**src/rtl/regstore_pkg.sv**
```systemverilog
// Package: regstore_pkg
// Shared constants for the bit-serial register store: default geometry and
// the conventional role of the low tracks. Assumes nothing beyond 1800-2017.
package regstore_pkg;

    localparam int RS_TRACKS    = 8;
    localparam int RS_WORD_BITS = 32;
    localparam int RS_BANKS     = 2;

    // Conventional track roles; remaining tracks are free for the caller.
    localparam int TRK_ACC = 0;
    localparam int TRK_OPR = 1;
    localparam int TRK_PC  = 2;

endpackage

```
**src/rtl/rs_bit_counter.sv**
```systemverilog
// Module: rs_bit_counter
// Steps the bit position of the serial word and flips the read-bank select
// when the position wraps. Assumes WORD_BITS >= 2. Reset is synchronous and
// active low; it zeroes the position and selects bank 0.
module rs_bit_counter #(
    parameter int WORD_BITS = 32,
    localparam int CNT_W    = $clog2(WORD_BITS)
) (
    input  logic             clk,
    input  logic             rst_n,
    output logic [CNT_W-1:0] pos,
    output logic             at_first,
    output logic             at_last,
    output logic             bank
);

    localparam logic [CNT_W-1:0] LAST = CNT_W'(WORD_BITS - 1);

    // Advance the bit position, wrapping at the last bit of the word.
    always_ff @(posedge clk) begin
        if (!rst_n)          pos <= '0;
        else if (at_last)    pos <= '0;
        else                 pos <= pos + 1'b1;
    end

    // Swap the read and write memories at each word boundary.
    always_ff @(posedge clk) begin
        if (!rst_n)          bank <= 1'b0;
        else if (at_last)    bank <= ~bank;
    end

    // Decode the word boundary flags.
    always_comb begin
        at_first = (pos == '0);
        at_last  = (pos == LAST);
    end


    pos_step_chk: assert property (@(posedge clk) disable iff (!rst_n)
        $past(rst_n) |-> pos == (($past(pos) == LAST) ? '0 : $past(pos) + 1'b1));


    bank_swap_chk: assert property (@(posedge clk) disable iff (!rst_n)
        ($past(rst_n) && $past(pos) == LAST) |-> bank != $past(bank));


    bank_hold_chk: assert property (@(posedge clk) disable iff (!rst_n)
        ($past(rst_n) && $past(pos) != LAST) |-> $stable(bank));


    flags_excl_chk: assert property (@(posedge clk) disable iff (!rst_n)
        !(at_first && at_last));

endmodule

```
**src/rtl/rs_track_mem.sv**
```systemverilog
// Module: rs_track_mem
// One WORD_BITS x TRACKS memory. Each data bit is a track and the address
// is the bit position. The read is combinational; the write commits on the
// clock edge. A synchronous active-low reset clears every location and takes
// priority over a write.
module rs_track_mem #(
    parameter int TRACKS    = 8,
    parameter int WORD_BITS = 32,
    localparam int CNT_W    = $clog2(WORD_BITS)
) (
    input  logic              clk,
    input  logic              rst_n,
    input  logic [CNT_W-1:0]  addr,
    input  logic              we,
    input  logic [TRACKS-1:0] wdata,
    output logic [TRACKS-1:0] rdata
);

    logic [TRACKS-1:0] cells [WORD_BITS];

    // Clear all cells on reset, otherwise store the write data.
    always_ff @(posedge clk) begin
        if (!rst_n) begin
            for (int i = 0; i < WORD_BITS; i++) cells[i] <= '0;
        end else if (we) begin
            cells[addr] <= wdata;
        end
    end

    // Present the addressed location without waiting for a clock.
    always_comb rdata = cells[addr];

endmodule

```
**src/rtl/rs_track_merge.sv**
```systemverilog
// Module: rs_track_merge
// Chooses the bit to write back for each track: the bit just read, or the
// replacement bit when that track's strobe is high. Purely combinational;
// it assumes the caller aligns all three vectors to the same bit position.
module rs_track_merge #(
    parameter int TRACKS = 8
) (
    input  logic [TRACKS-1:0] cur_bits,
    input  logic [TRACKS-1:0] repl_en,
    input  logic [TRACKS-1:0] repl_bits,
    output logic [TRACKS-1:0] next_bits
);

    for (genvar t = 0; t < TRACKS; t++) begin : g_trk
        // Per-track recirculate-or-replace select.
        always_comb next_bits[t] = repl_en[t] ? repl_bits[t] : cur_bits[t];
    end

endmodule

```
**src/rtl/serial_regstore.sv**
```systemverilog
// Module: serial_regstore
// Bit-serial register store built from two track memories that swap roles
// every word. The read bank feeds trk_bits; the merged bit stream is written
// to the other bank at the same address. Assumes the control logic drives
// repl_en/repl_bits for the bit position shown in the same cycle.
module serial_regstore
    import regstore_pkg::*;
#(
    parameter int TRACKS    = RS_TRACKS,
    parameter int WORD_BITS = RS_WORD_BITS,
    localparam int CNT_W    = $clog2(WORD_BITS)
) (
    input  logic              clk,
    input  logic              rst_n,
    input  logic [TRACKS-1:0] repl_en,
    input  logic [TRACKS-1:0] repl_bits,
    output logic [TRACKS-1:0] trk_bits,
    output logic [CNT_W-1:0]  bit_pos,
    output logic              word_start,
    output logic              word_end,
    output logic              rd_bank
);

    logic [TRACKS-1:0] bank_rdata [RS_BANKS];
    logic [TRACKS-1:0] wr_bits;

    rs_bit_counter #(.WORD_BITS(WORD_BITS)) u_cnt (
        .clk      (clk),
        .rst_n    (rst_n),
        .pos      (bit_pos),
        .at_first (word_start),
        .at_last  (word_end),
        .bank     (rd_bank)
    );

    for (genvar b = 0; b < RS_BANKS; b++) begin : g_bank
        logic bank_we;
        // Only the bank not being read takes the write.
        always_comb bank_we = (rd_bank != 1'(b));

        rs_track_mem #(.TRACKS(TRACKS), .WORD_BITS(WORD_BITS)) u_mem (
            .clk   (clk),
            .rst_n (rst_n),
            .addr  (bit_pos),
            .we    (bank_we),
            .wdata (wr_bits),
            .rdata (bank_rdata[b])
        );
    end

    // Route the read bank to the serial outputs.
    always_comb trk_bits = bank_rdata[rd_bank];

    rs_track_merge #(.TRACKS(TRACKS)) u_merge (
        .cur_bits  (trk_bits),
        .repl_en   (repl_en),
        .repl_bits (repl_bits),
        .next_bits (wr_bits)
    );


    reset_clear_chk: assert property (@(posedge clk) disable iff (!rst_n)
        !$past(rst_n) |-> (trk_bits == '0 && bit_pos == '0 && !rd_bank));


    start_flag_chk: assert property (@(posedge clk) disable iff (!rst_n)
        word_start == (bit_pos == '0));

endmodule

```
**config.mk**
```make
export PLATFORM = sky130hd
export DESIGN_NAME = serial_regstore
export DESIGN_NICKNAME = d
export VERILOG_FILES = /design/src/rtl/regstore_pkg.sv /design/src/rtl/rs_bit_counter.sv /design/src/rtl/rs_track_mem.sv /design/src/rtl/rs_track_merge.sv /design/src/rtl/serial_regstore.sv
export SDC_FILE = /design/constraint.sdc
export NUM_CORES = 1
export LEC_CHECK = 0
export BUFFER_PORTS_ARGS = -buffer_cell sky130_fd_sc_hd__buf_2
export CAP_MARGIN = 20
export CORE_AREA = 2 2 244 246
export CTS_BUF_LIST = sky130_fd_sc_hd__clkbuf_2 sky130_fd_sc_hd__clkbuf_4 sky130_fd_sc_hd__clkbuf_8
export CTS_CLUSTER_DIAMETER = 80
export DETAILED_ROUTE_END_ITERATION = 10
export DIE_AREA = 0 0 246 248
export GPL_TIMING_DRIVEN = 0
export PLACE_DENSITY = 0.58
export SYNTH_ARGS = -nofsm -noshare
export SYNTH_HDL_FRONTEND = slang
export SYNTH_SLANG_ARGS = --single-unit
export TNS_END_PERCENT = 5
```
**constraint.sdc**
```tcl
create_clock -name clk -period 7 [get_ports clk]
set_input_delay 1.05 -clock clk [delete_from_list [all_inputs] [get_ports clk]]
set_output_delay 1.05 -clock clk [all_outputs]
set_load 0.01 [all_outputs]
```
==> reports/qor.log, run 1 <==
qor: outcome.status finished, final reports clean
qor: placed_design.globalplace.congestion 0.981
qor: global_routing.grt_first_pass_wirelength 106 mm
qor: logic_synthesis.synth.ff_latch_count 518
qor: sta.worst-slew-pin-transition 1.07 ns
qor: logic_synthesis.synth_top_cell_by_area edfxtp_1
qor: logic_synthesis.ys.flop_type edfxtp_1
qor: worst_setup_path.critical_path.slowest_cell buf_2
qor: clock_network.cts-resized-gates 0
qor: routing.drt_wl_total 75.2 mm
qor: routing.drt_iter0_drc 1895
qor: worst_setup_path.worst_path_most_repeated_cell buf_2
qor: global_routing.gr-usage-all-layers 0.249
qor: clock_network.cts_sinks 518
qor: sta.finalWorstPathRequiredPeriod 5.49 ns
qor: finish.layout.cells.most_common nor2_1
qor: logic_synthesis.synth_seq_area_share 0.670
qor: worst_setup_path.endpoint_kind output port
qor: clock_network.tritoncts done
qor: logic_synthesis.synthTopCellsByArea edfxtp_1 (66%), nor2_1 (8.6%), mux4_2 (7.6%), mux2i_1 (3.5%), nand2_1 (2.2%)
qor: logic_synthesis.netlist.area_leader.share 0.665
qor: logic_synthesis.post_synth_instance_area 23100 um2
qor: worst_setup_path.worstPathCellList buf_2 > buf_4 > buf_2 > buf_2 > mux4_2 > a22oi_1 > nand4_1 > and2_1 > buf_2
qor: power_and_ir_drop.cellPowerDensity 265 nW/um2
qor: clock_network.cts_hold_buf 0
qor: sta.setup_violations 0
qor: worst_setup_path.worst_ep_arrival_time 4.44 ns
qor: routing.wl_per_cell 28.5 um
qor: finish.net_count_reported_at_finish 1826
qor: worst_setup_path.cp_class flop to output port
qor: logic_synthesis.synth_nets 1705
qor: logic_synthesis.syn_inst 1682
qor: clock_network.post_cts_buffers 0
qor: power_and_ir_drop.leakagePower 9.43 nW
qor: finish.antenna-diode-count 0
qor: worst_setup_path.timing.critical_path.required 5.95 ns
qor: worst_setup_path.cpLargestDelayFamily buffers and inverters
qor: job.max_cap_violations 0
qor: floorplan.die_w 246 um
qor: sta.fmaxAchievable 182 MHz
qor: routing.final_antenna_net_count 0
qor: power_and_ir_drop.ir_worst_vdd 0.156 mV
qor: finish.areaGrowthSynthToFinish 11.9%
qor: routing.remaining_drc_errors 0
qor: sta.final.period_utilization 0.785
qor: floorplan.floorplan.die_area 61000 um2
qor: logic_synthesis.synth.avg_cell_area 13.8 um2
qor: worst_setup_path.critPathLaunchType flop
qor: global_routing.grt.overflow.total 0
qor: floorplan.placeable_core_area 58500 um2
qor: floorplan.io_pins 34
qor: routing.drtPass1Iterations 6
qor: routing.drt-vias-per-instance 5.75
qor: floorplan.die_y 248 um
qor: global_routing.grt_max_degree 12
qor: worst_setup_path.critical_path.n_buffers_inverters 5
qor: sta.fin_tns_setup 0 ns
qor: logic_synthesis.synthArstFlopShare 0
qor: floorplan.fp-row-count 89
qor: floorplan.floorplan.initialDensity 0.396
qor: sta.timing.max_slew.rel_slack 0.278
qor: power_and_ir_drop.finalPower 6.85 mW
qor: clock_network.cts_inserted_buffers 84
qor: sta.final.hold.worst_slack 0.847 ns
qor: finish.drive_gt1_frac 0.186
qor: sta.finClkSkew 0.0314 ns
qor: sta.final_hold_viol_count 0
qor: worst_setup_path.largest_stage_delay_on_the_critical_path 0.58 ns
qor: routing.num_vias 15200
qor: sta.final_max_slew_viol_count 0
qor: placed_design.place_worst_setup_slack 2.29 ns
qor: placed_design.port_buffers 33
qor: global_routing.grt_antenna_before_repair 1
qor: finish.layout_common_cells nor2_1 (532), edfxtp_1 (512), nand2_1 (138)
qor: global_routing.grt_pass1_vias 15200
qor: clock_network.cts_max_level 3
qor: logic_synthesis.synthesis.yosys.warnings 0
qor: clock_network.clock_insertion_delay_worst_skew 0.69 ns
qor: worst_setup_path.cp_max_fo 10
qor: clock_network.cts-root-buf clkbuf_8
qor: placed_design.dp.final_hpwl 52.7 mm
qor: clock_network.worst_setup_hold_path_clk_slew 0.06 ns
qor: logic_synthesis.synth_enable_flop_cells 512
qor: min_path.min-delay-path-class flop to flop
qor: clock_network.clock_tree.buffer_depth 3
qor: sta.timing.final.ws_setup 1.51 ns
qor: sta.grt_setup_unrepaired false
qor: logic_synthesis.post_synth_num_cell_types 59
path summary, 6_finish.rpt:
| kind | startpoint | to | depth (start not counted) | slack [ns] |
|---|---|---|---|---|
| min reg2reg | u_cnt.pos[1] | u_cnt.pos[2] | 3 | 0.85 |
| max | u_cnt.pos[1] | trk_bits[2] | 9 | 1.51 |
| min | u_cnt.pos[1] | u_cnt.pos[2] | 3 | 0.85 |
| max reg2reg | u_cnt.pos[1] | g_bank[0].u_mem.cells[6][6] | 10 | 2.43 |
stage by stage:
stage / utilization / std cells / area (um2)
2_1_floorplan: - / 1682 / 23100
3_3_place_gp: 0.415 / 2488 / 24300
3_5_place_dp: 0.415 / 2489 / 24300
4_1_cts: 0.443 / 2638 / 25900
5_1_grt: 0.443 / 2639 / 25900
6_report: 0.443 / 2639 / 25900
flip-flops by register name (all words and copies together) (netlist names):
register and flops:
g_bank.u_mem.cells 512, u_cnt.bank 1, u_cnt.pos 5
layer usage:
layer,share of wire,wire [um],track usage
met2,0.47,35100,0.395
met4,0.047,3540,0.112
met1,0.39,29200,0.318
met5,0,0,0
met3,0.099,7410,0.0728
logic make-up after synthesis:
| family | count (synthesis) | synth area share |
|---|---|---|
| AND/OR/NAND/NOR | 744 | 0.131 |
| AO/OA/AOI/OAI | 109 | 0.0382 |
| XOR/XNOR | 3 | 0.00114 |
| flip-flops | 518 | 0.670 |
| multiplexers | 170 | 0.121 |
| adder cells (fa/ha/maj) | 5 | 0.00270 |
| buffers and inverters | 133 | 0.0359 |
cells in the mapped netlist (2+ instances only):
cell type	n
nor2b_1	2
o21ai_2	3
o22ai_1	21
a31oi_1	5
or3b_2	2
mux2_2	2
nor4_2	4
a211oi_1	2
mux2i_1	82
nor3_1	9
clkbuf_1	32
edfxtp_1	512
buf_2	42
a21o_1	2
dfxtp_1	6
xor2_1	2
nor2_1	532
a41o_1	4
ha_1	5
a211o_1	4
o221ai_1	2
nand2b_1	6
nand2_1	138
a21oi_1	2
a21o_2	2
a22o_1	25
and3_1	8
nor3b_1	3
buf_6	27
a22oi_1	28
inv_1	8
nand4_1	4
nor4_1	4
mux4_2	78
buf_4	20
nand3_1	8
and2_1	9
nand3b_1	4
nand4bb_1	2
buf_1	3
mux4_1	8
or3_1	2
and3b_1	2
worst reg2reg max path: cells and delay by family, from the launching register on:
family,cells,cell delay [ns]
DFF,1,0.45
AOI/OAI and AO/OA,2,0.97
buffers and inverters,5,2.07
muxes,1,0.48
and+or+nand+nor,2,0.34
where the power goes:
group / internal [mW] / total, mW / switching [mW]
logic: 0.223 / 0.722 / 0.499
clock network: 1.34 / 2.58 / 1.24
registers: 3.52 / 3.55 / 0.0351
layout make-up:
| class | count | area, um2 |
|---|---|---|
| Timing Repair Buffer | 35 | 178 |
| Inverter | 9 | 33.8 |
| Tap cell | 773 | 967 |
| Sequential cell | 518 | 15500 |
| Multi-Input combinational cell | 1031 | 6810 |
| Clock buffer | 113 | 1410 |
| Buffer | 124 | 796 |
| Clock inverter | 36 | 194 |
| Fill cell | 5408 | 32600 |
No activity file was read; power rests on OpenSTA's default activity.
==> inputs of run 2 (changes only) <==
ABC_AREA = 1   (was not set)
CORE_AREA = 2 2 257 259   (was 2 2 244 246)
DIE_AREA = 0 0 259 261   (was 0 0 246 248)
clock period = 5.2 ns   (was 7 ns; I/O delays follow)
==> run 2 against run 1 <==
Net effect:
- clock skew is 0.024 ns higher
- critical path depth is 1 higher
- power is 46% higher
- clock power is 48% higher
- largest cell class unchanged
- largest power group unchanged
==> reports/qor.log, run 2 <==
qor: power_and_ir_drop.leakagePower 12.0 nW [+27%]
qor: finish.layout.core_utilization 0.443 [about the same]
qor: routing.drt-vias-per-instance 5.70 [-0.91%]
qor: power_and_ir_drop.finalPower 10.0 mW [+46%]
qor: floorplan.io_pins 34 [unchanged]
qor: power_and_ir_drop.ir_worst_vdd 0.234 mV [+50%]
qor: finish.layout.cells.non_filler 3939 [+49%]
qor: logic_synthesis.ys.flop_type edfxtp_1
qor: sta.fmaxAchievable 205 MHz
qor: finish.net_count_reported_at_finish 3019 [+65%]
qor: logic_synthesis.synthArstFlopShare 0 [unchanged]
qor: global_routing.grt_pass1_vias 21100 [+39%]
qor: worst_setup_path.critical_path.slowest_cell clkbuf_1
qor: finish.top_registers g_bank.u_mem.cells: 512 flops, u_cnt.pos: 5 flops, u_cnt.bank: 1 flops
qor: clock_network.tritoncts done
qor: finish.fillCellCount 6455 [+19%]
qor: logic_synthesis.netlist.area_leader.share 0.597 [-0.0672]
qor: logic_synthesis.synth.avg_cell_area 8.97 um2 [-35%]
qor: clock_network.cts_inserted_buffers 91 [+8.3%]
qor: worst_setup_path.largest_stage_delay_on_the_critical_path 0.92 ns [+0.34 ns]
qor: global_routing.grt_antenna_before_repair 4 [+3]
qor: job.max_cap_violations 0 [unchanged]
qor: routing.num_vias 22400 [+48%]
qor: power_and_ir_drop.cellPowerDensity 347 nW/um2 [+31%]
qor: global_routing.grt_max_degree 14 [+2]
qor: routing.final_antenna_net_count 0 [unchanged]
qor: logic_synthesis.synth_top_cells_by_count nand2_1 (874), a21oi_1 (546), edfxtp_1 (512)
qor: clock_network.cts-resized-gates 0 [unchanged]
qor: clock_network.cts_sinks 518 [unchanged]
qor: clock_network.post_cts_buffers 0 [unchanged]
qor: sta.fin_tns_setup 0 ns [unchanged]
qor: worst_setup_path.worst_ep_arrival_time 5.24 ns [+0.80 ns]
qor: floorplan.fp-row-count 94 [+5.6%]
qor: routing.remaining_drc_errors 0 [unchanged]
qor: finish.layout.cell_area.non_filler 28800 um2 [+11%]
qor: clock_network.worst_setup_hold_path_clk_slew 0.06 ns [about the same]
qor: finish.areaGrowthSynthToFinish 11.9% [about the same]
qor: global_routing.grt.overflow.total 0 [unchanged]
qor: finish.max_reg_flops 512 [unchanged]
qor: sta.final_hold_viol_count 0 [unchanged]
qor: clock_network.clock_tree.buffer_depth 3 [unchanged]
qor: min_path.timing.hold.worst.start rst_n
qor: sta.finClkSkew 0.0556 ns [+0.0243 ns]
qor: logic_synthesis.synth_most_common_cell nand2_1
qor: sta.final.period_utilization 0.938
qor: floorplan.floorplan.initialDensity 0.396 [about the same]
qor: sta.timing.max_slew.rel_slack 0.218 [-0.0600]
qor: placed_design.globalplace.congestion 1.01 [+2.6%]
qor: logic_synthesis.synth_nets 2892 [+70%]
qor: global_routing.grt_first_pass_wirelength 144 mm [+36%]
qor: clock_network.cts-root-buf clkbuf_8
qor: logic_synthesis.post_synth_num_cell_types 23 [-61%]
qor: logic_synthesis.synth_enable_flop_cells 512 [unchanged]
qor: worst_setup_path.cp_class flop to flop
qor: routing.drtPass1Iterations 7 [+1]
qor: logic_synthesis.synth_seq_area_share 0.602 [-0.0677]
qor: sta.setup_violations 0 [unchanged]
qor: routing.drt_wl_total 102 mm [+36%]
qor: global_routing.gr-usage-all-layers 0.299 [+0.0495]
qor: logic_synthesis.synthesis.yosys.warnings 0 [unchanged]
qor: clock_network.clock_insertion_delay_worst_skew 0.75 ns [+0.06 ns]
qor: placed_design.dp.final_hpwl 72.8 mm [+38%]
qor: routing.drt_iter0_drc 2990 [+58%]
qor: clock_network.cts_hold_buf 0 [unchanged]
qor: finish.drive_gt1_frac 0.0986 [-0.0874]
qor: worst_setup_path.beginning_of_the_critical_path u_cnt.pos[0]
qor: logic_synthesis.synth_top_cell_by_area edfxtp_1
qor: worst_setup_path.cp_max_fo 11 [+1]
qor: finish.layout.cells.most_common nand2_1
qor: sta.finalWorstPathRequiredPeriod 4.88 ns
qor: placed_design.placed_instance_area 27000 um2 [+11%]
qor: logic_synthesis.syn_inst 2869 [+71%]
qor: worst_setup_path.worstPathCellList buf_2 > inv_2 > buf_6 > buf_6 > buf_2 > ha_1 > clkbuf_1 > clkbuf_1 > nand3_1 > nand2_1
qor: finish.layout_common_cells nand2_1 (874), a21oi_1 (546), edfxtp_1 (512)
qor: sta.worst-slew-pin-transition 1.17 ns [+0.0989 ns]
qor: outcome.status finished, final reports clean
qor: min_path.min-delay-path-class input port to flop
qor: routing.wl_per_cell 26.0 um [-8.7%]
qor: floorplan.die_w 259 um [+5.3%]
qor: worst_setup_path.critPathLaunchType flop
qor: floorplan.die_y 261 um [+5.2%]
qor: worst_setup_path.regToRegStartpoint u_cnt.pos[0]
qor: sta.grt_setup_unrepaired false
qor: finish.regMostFlops g_bank.u_mem.cells
qor: placed_design.port_buffers 33 [unchanged]
qor: logic_synthesis.post_synth_instance_area 25700 um2 [+11%]
qor: logic_synthesis.synth.ff_latch_count 518 [unchanged]
qor: worst_setup_path.timing.critical_path.required 5.56 ns [-0.39 ns]
qor: worst_setup_path.endpoint_kind flop
qor: logic_synthesis.synthTopCellsByArea edfxtp_1 (60%), nand2_1 (13%), a21oi_1 (11%), nand3_1 (4.6%), inv_1 (4.1%)
qor: placed_design.dp.cells 3767 [+51%]
qor: floorplan.placeable_core_area 65000 um2 [+11%]
qor: floorplan.floorplan.die_area 67600 um2 [+11%]
qor: clock_network.cts_max_level 3 [unchanged]
qor: sta.final_max_slew_viol_count 0 [unchanged]
==> run 2: changes by cell type in the layout (fill, tap and decap cells not counted), sizes merged, moves of 82 or more <==
cell / before / now
nand2: 138 / 874
a21oi: 2 / 546
nor2: 532 / 122
inv: 8 / 288
nand3: 8 / 247
mux4: 86 / 0
mux2i: 82 / 0
==> run 2: kinds of logic (layout without fill, tap and decap cells) <==
| group | count (synthesis) | count (layout) | synth area share |
|---|---|---|---|
| AO/OA/AOI/OAI | 596 | 596 | 0.116 |
| adder cells (fa/ha/maj) | 5 | 5 | 0.00243 |
| buffers and inverters | 504 | 708 | 0.0809 |
| flip-flops | 518 | 518 | 0.602 |
| other | 0 | 2 | 0 |
| AND/OR/NAND/NOR | 1246 | 1246 | 0.198 |
==> run 2: cell type report <==
class / instances / area, um2 / area share
clock buffers: 118 / 1470 / 0.0512
flip-flops and latches: 518 / 15500 / 0.538
well taps: 864 / 1080 / 0.0375
plain buffers: 219 / 1010 / 0.0351
inverters: 285 / 1070 / 0.0371
multi-input cells: 1847 / 8160 / 0.283
diodes: 2 / 5.00 / 0.000174
repair buffers: 34 / 180 / 0.00626
clock inverters: 52 / 329 / 0.0114
==> run 2: power breakdown <==
group | switching (mW) | internal, mW
combinational | 1.11 | 0.278
clock | 1.81 | 2.02
sequential | 0.0511 | 4.73
==> run 2: critical path: cells and delay by family (launching register included) <==
family | cells | cell delay (ns)
simple gates | 2 | 1.31
fa+ha+maj | 1 | 0.22
flops | 1 | 0.42
buf+inv | 7 | 2.55
==> run 2: per-stage QoR <==
stage,hold WS (ns),setup slack [ns]
3_5_place_dp,0.619,0.590
2_1_floorplan,0.554,2.56
4_1_cts,0.423,0.489
3_3_place_gp,0.604,0.543
5_1_grt,0.451,0.346
6_report,0.458,0.323
==> run 2: per-layer routing <==
layer,share of wire,GRT usage
met3,0.097,0.0608
met5,0.00022,0
met2,0.45,0.467
met4,0.068,0.180
met1,0.39,0.386
==> run 2: worst paths after layout <==
| kind | endpoint | slack [ns] | cells after the start |
|---|---|---|---|
| worst max-delay path | g_bank[1].u_mem.cells[8][0] | 0.32 | 10 |
| worst min-delay path | u_cnt.bank | 0.46 | 3 |
| worst max register to register | g_bank[1].u_mem.cells[8][0] | 0.32 | 10 |
| worst min register to register | u_cnt.pos[3] | 0.65 | 2 |
==> inputs of run 3 (changes only) <==
ABC_AREA = 0   (was 1)
CORE_AREA = 2 2 244 246   (was 2 2 257 259)
DIE_AREA = 0 0 246 248   (was 0 0 259 261)
==> run 3 against run 2 <==
Net effect:
- routed wire length shrank 27%
- critical path type is now flop to output port
- clock-buffer cell count decreased by 5
- non-clock buffer count fell by 94
- clock skew decreased by 0.024 ns
- final cell count fell by 33%
- largest power group unchanged
- sequential share of layout area up 6.1 points
==> reports/qor.log, run 3 (same netlist as run 1, synthesis figures left out) <==
qor: routing.drtPass1Iterations 5 [-2]
qor: clock_network.cts_sinks 518 [unchanged]
qor: global_routing.grt_pass1_vias 15200 [-28%]
qor: finish.layout_common_cells nor2_1 (532), edfxtp_1 (512), nand2_1 (138)
qor: job.max_cap_violations 0 [unchanged]
qor: routing.drt_iter0_drc 1895 [-37%]
qor: clock_network.clock_tree.buffer_depth 3 [unchanged]
qor: power_and_ir_drop.cellInternalPower 6.83 mW [-2.8%]
qor: min_path.min-delay-path-class input port to flop
qor: sta.finalWorstPathRequiredPeriod 5.17 ns [+0.292 ns]
qor: worst_setup_path.cp_class flop to output port
qor: sta.fmaxAchievable 193 MHz [-5.6%]
qor: sta.final.period_utilization 0.994 [+0.0561]
qor: worst_setup_path.worst_path_most_repeated_cell buf_2
qor: worst_setup_path.critical_path.n_buffers_inverters 4 [-3]
qor: placed_design.dp.final_hpwl 52.7 mm [-28%]
qor: worst_setup_path.endpoint_kind output port
qor: sta.grt_setup_unrepaired false
qor: min_path.hold_depth 3 [unchanged]
qor: finish.regMostFlops g_bank.u_mem.cells
qor: sta.worst-slew-pin-transition 1.06 ns [-0.116 ns]
qor: routing.final_antenna_net_count 0 [unchanged]
qor: worst_setup_path.worst_ep_arrival_time 4.39 ns [-0.85 ns]
qor: finish.areaGrowthSynthToFinish 11.9% [about the same]
qor: finish.layout.cells.most_common nor2_1
qor: clock_network.cts_hold_buf 0 [unchanged]
qor: floorplan.die_y 248 um [-5.0%]
qor: routing.drt_wl_total 75.2 mm [-27%]
qor: placed_design.globalplace.congestion 0.981 [-2.5%]
qor: power_and_ir_drop.leakagePower 9.43 nW [-21%]
qor: power_and_ir_drop.net_switching_power_figure 2.39 mW [-20%]
qor: finish.top_registers g_bank.u_mem.cells: 512 flops, u_cnt.pos: 5 flops, u_cnt.bank: 1 flops
qor: sta.final_hold_viol_count 0 [unchanged]
qor: sta.setup_violations 0 [unchanged]
qor: routing.wl_per_cell 28.5 um [+9.5%]
qor: worst_setup_path.regToRegStartpoint u_cnt.pos[1]
qor: global_routing.gr-usage-all-layers 0.249 [-0.0495]
qor: clock_network.worst_setup_hold_path_clk_slew 0.06 ns [about the same]
qor: clock_network.cts_inserted_buffers 84 [-7.7%]
qor: floorplan.floorplan.die_area 61000 um2 [-9.8%]
qor: global_routing.grt_antenna_before_repair 1 [-3]
qor: sta.fin_tns_setup 0 ns [unchanged]
qor: finish.max_reg_flops 512 [unchanged]
qor: routing.remaining_drc_errors 0 [unchanged]
qor: power_and_ir_drop.finalPower 9.22 mW [-7.8%]
qor: global_routing.grt_max_degree 12 [-2]
qor: routing.drt-vias-per-instance 5.75 [+1.0%]
qor: worst_setup_path.reg2reg_setup_slack 0.76 ns [+0.44 ns]
qor: sta.finClkSkew 0.0314 ns [-0.0243 ns]
qor: clock_network.clock_insertion_delay_worst_skew 0.69 ns [-0.06 ns]
qor: finish.drive_gt1_frac 0.186 [+0.0874]
qor: worst_setup_path.critical_path.slowest_cell nor4_2
qor: min_path.timing.hold.worst.start repl_en[6]
qor: floorplan.io_pins 34 [unchanged]
qor: routing.num_vias 15200 [-32%]
qor: power_and_ir_drop.ir_worst_vdd 0.210 mV [-10%]
qor: power_and_ir_drop.power_switching_share 0.259 [-0.0381]
qor: worst_setup_path.worstPathCellList buf_2 > buf_4 > buf_2 > mux4_2 > a22o_1 > nor4_2 > a31oi_1 > buf_2
qor: floorplan.die_w 246 um [-5.0%]
qor: sta.timing.max_slew.rel_slack 0.290 [+0.0717]
qor: placed_design.port_buffers 33 [unchanged]
qor: power_and_ir_drop.sequentialPowerShare 0.518 [+0.039]
qor: floorplan.floorplan.initialDensity 0.396 [about the same]
qor: worst_setup_path.timing.critical_path.required 4.42 ns [-1.14 ns]
qor: sta.final_max_slew_viol_count 0 [unchanged]
qor: floorplan.placeable_core_area 58500 um2 [-10%]
qor: placed_design.place_worst_setup_slack 0.752 ns [+0.162 ns]
qor: clock_network.cts_max_level 3 [unchanged]
qor: worst_setup_path.cpLargestDelayFamily buffers and inverters
qor: outcome.status finished, final reports clean
qor: worst_setup_path.largest_stage_delay_on_the_critical_path 0.90 ns [-0.02 ns]
qor: clock_network.cts-root-buf clkbuf_8
qor: power_and_ir_drop.cellPowerDensity 356 nW/um2 [+2.7%]
qor: power_and_ir_drop.power.combinational.fraction 0.105 [-0.034]
qor: global_routing.grt_first_pass_wirelength 106 mm [-26%]
qor: sta.timing.final.ws_setup 0.0315 ns [-0.292 ns]
qor: worst_setup_path.worst-r2r-cell-count 10 [unchanged]
qor: worst_setup_path.critical_path.reg2reg.endpoint g_bank[1].u_mem.cells[20][6]
qor: worst_setup_path.cp_max_fo 10 [-1]
qor: min_path.worst_hold_path.endpoint g_bank[1].u_mem.cells[4][6]
qor: finish.net_count_reported_at_finish 1826 [-40%]
qor: clock_network.tritoncts done
qor: floorplan.fp-row-count 89 [-5.3%]
qor: global_routing.grt.overflow.total 0 [unchanged]
qor: worst_setup_path.critPathLaunchType flop
qor: finish.antenna-diode-count 0 [-2]
qor: power_and_ir_drop.pwr-share-clk 0.376 [-0.007]
-- run 3: changes by cell type in the layout (fill, tap and decap cells not counted), moves of 45 or more --
cell	before	now
a21oi_1	546	2
buf_2	136	74
clkbuf_1	96	32
inv_1	280	8
mux2i_1	0	82
mux4_2	0	78
nand2_1	874	138
nand3_1	239	8
nor2_1	120	532
o21ai_0	46	1
-- run 3: cell type report --
class                           instances  area, um2
Buffer                                124        801
Clock buffer                          113       1410
Clock inverter                         36        194
Fill cell                            5407      32600
Inverter                                9       33.8
Multi-Input combinational cell       1031       6810
Sequential cell                       518      15500
Tap cell                              773        967
Timing Repair Buffer                   35        178
-- run 3: stage by stage --
step	area, um2	hold WS [ns]	instances	utilization
final	25900	0.581	2639	0.443
after floorplan	23100	0.729	1682	-
after global routing	25900	0.588	2639	0.443
after detailed placement	24300	0.839	2489	0.415
after global placement	24300	0.843	2488	0.415
after CTS	25900	0.535	2638	0.443
-- run 3: worst register-to-register path, delay by kind of cell (launching register included) --
kind | cells | cell delay [ns]
buffers and inverters | 5 | 2.03
muxes | 1 | 0.38
and+or+nand+nor | 1 | 0.08
AOI/OAI and AO/OA | 3 | 1.23
DFF | 1 | 0.45
-- run 3: worst max path at each step --
stage | startpoint | endpoint | slack [ns] | depth (start not counted)
final | u_cnt.pos[1] | trk_bits[3] | 0.03 | 8
after global routing | u_cnt.pos[1] | trk_bits[3] | 0.008 | 8
after floorplan | u_cnt.pos[0] | trk_bits[2] | 2.29 | 6
after global placement | u_cnt.pos[1] | g_bank[0].u_mem.cells[0][6] | 0.77 | 10
after CTS | u_cnt.pos[1] | trk_bits[2] | 0.02 | 9
after detailed placement | u_cnt.pos[1] | g_bank[0].u_mem.cells[6][6] | 0.75 | 10
-- run 3: power by group through the flow --
stage,logic (mW),registers (mW),clock network (mW)
floorplan,0.567,4.84,0
global placement,0.954,4.86,0
detailed placement,0.961,4.87,0
CTS,0.965,4.78,3.48
global route,1.00,4.79,3.66
finish,0.973,4.78,3.47
-- run 3: what timing repair did --
item                                    in CTS  in global routing
buffers inserted                             0                  0
endpoints found under the setup margin       0                  2
gates resized for setup                      0                  2
-- run 3: layer usage --
metal | vias to the layer above | wire [um] | share of wire | GRT usage
li1 | 6436 | - | - | -
met1 | 7786 | 29000 | 0.39 | 0.318
met2 | 787 | 35200 | 0.47 | 0.395
met3 | 177 | 7480 | 0.10 | 0.0728
met5 | - | 0 | 0 | 0
met4 | 0 | 3440 | 0.046 | 0.112
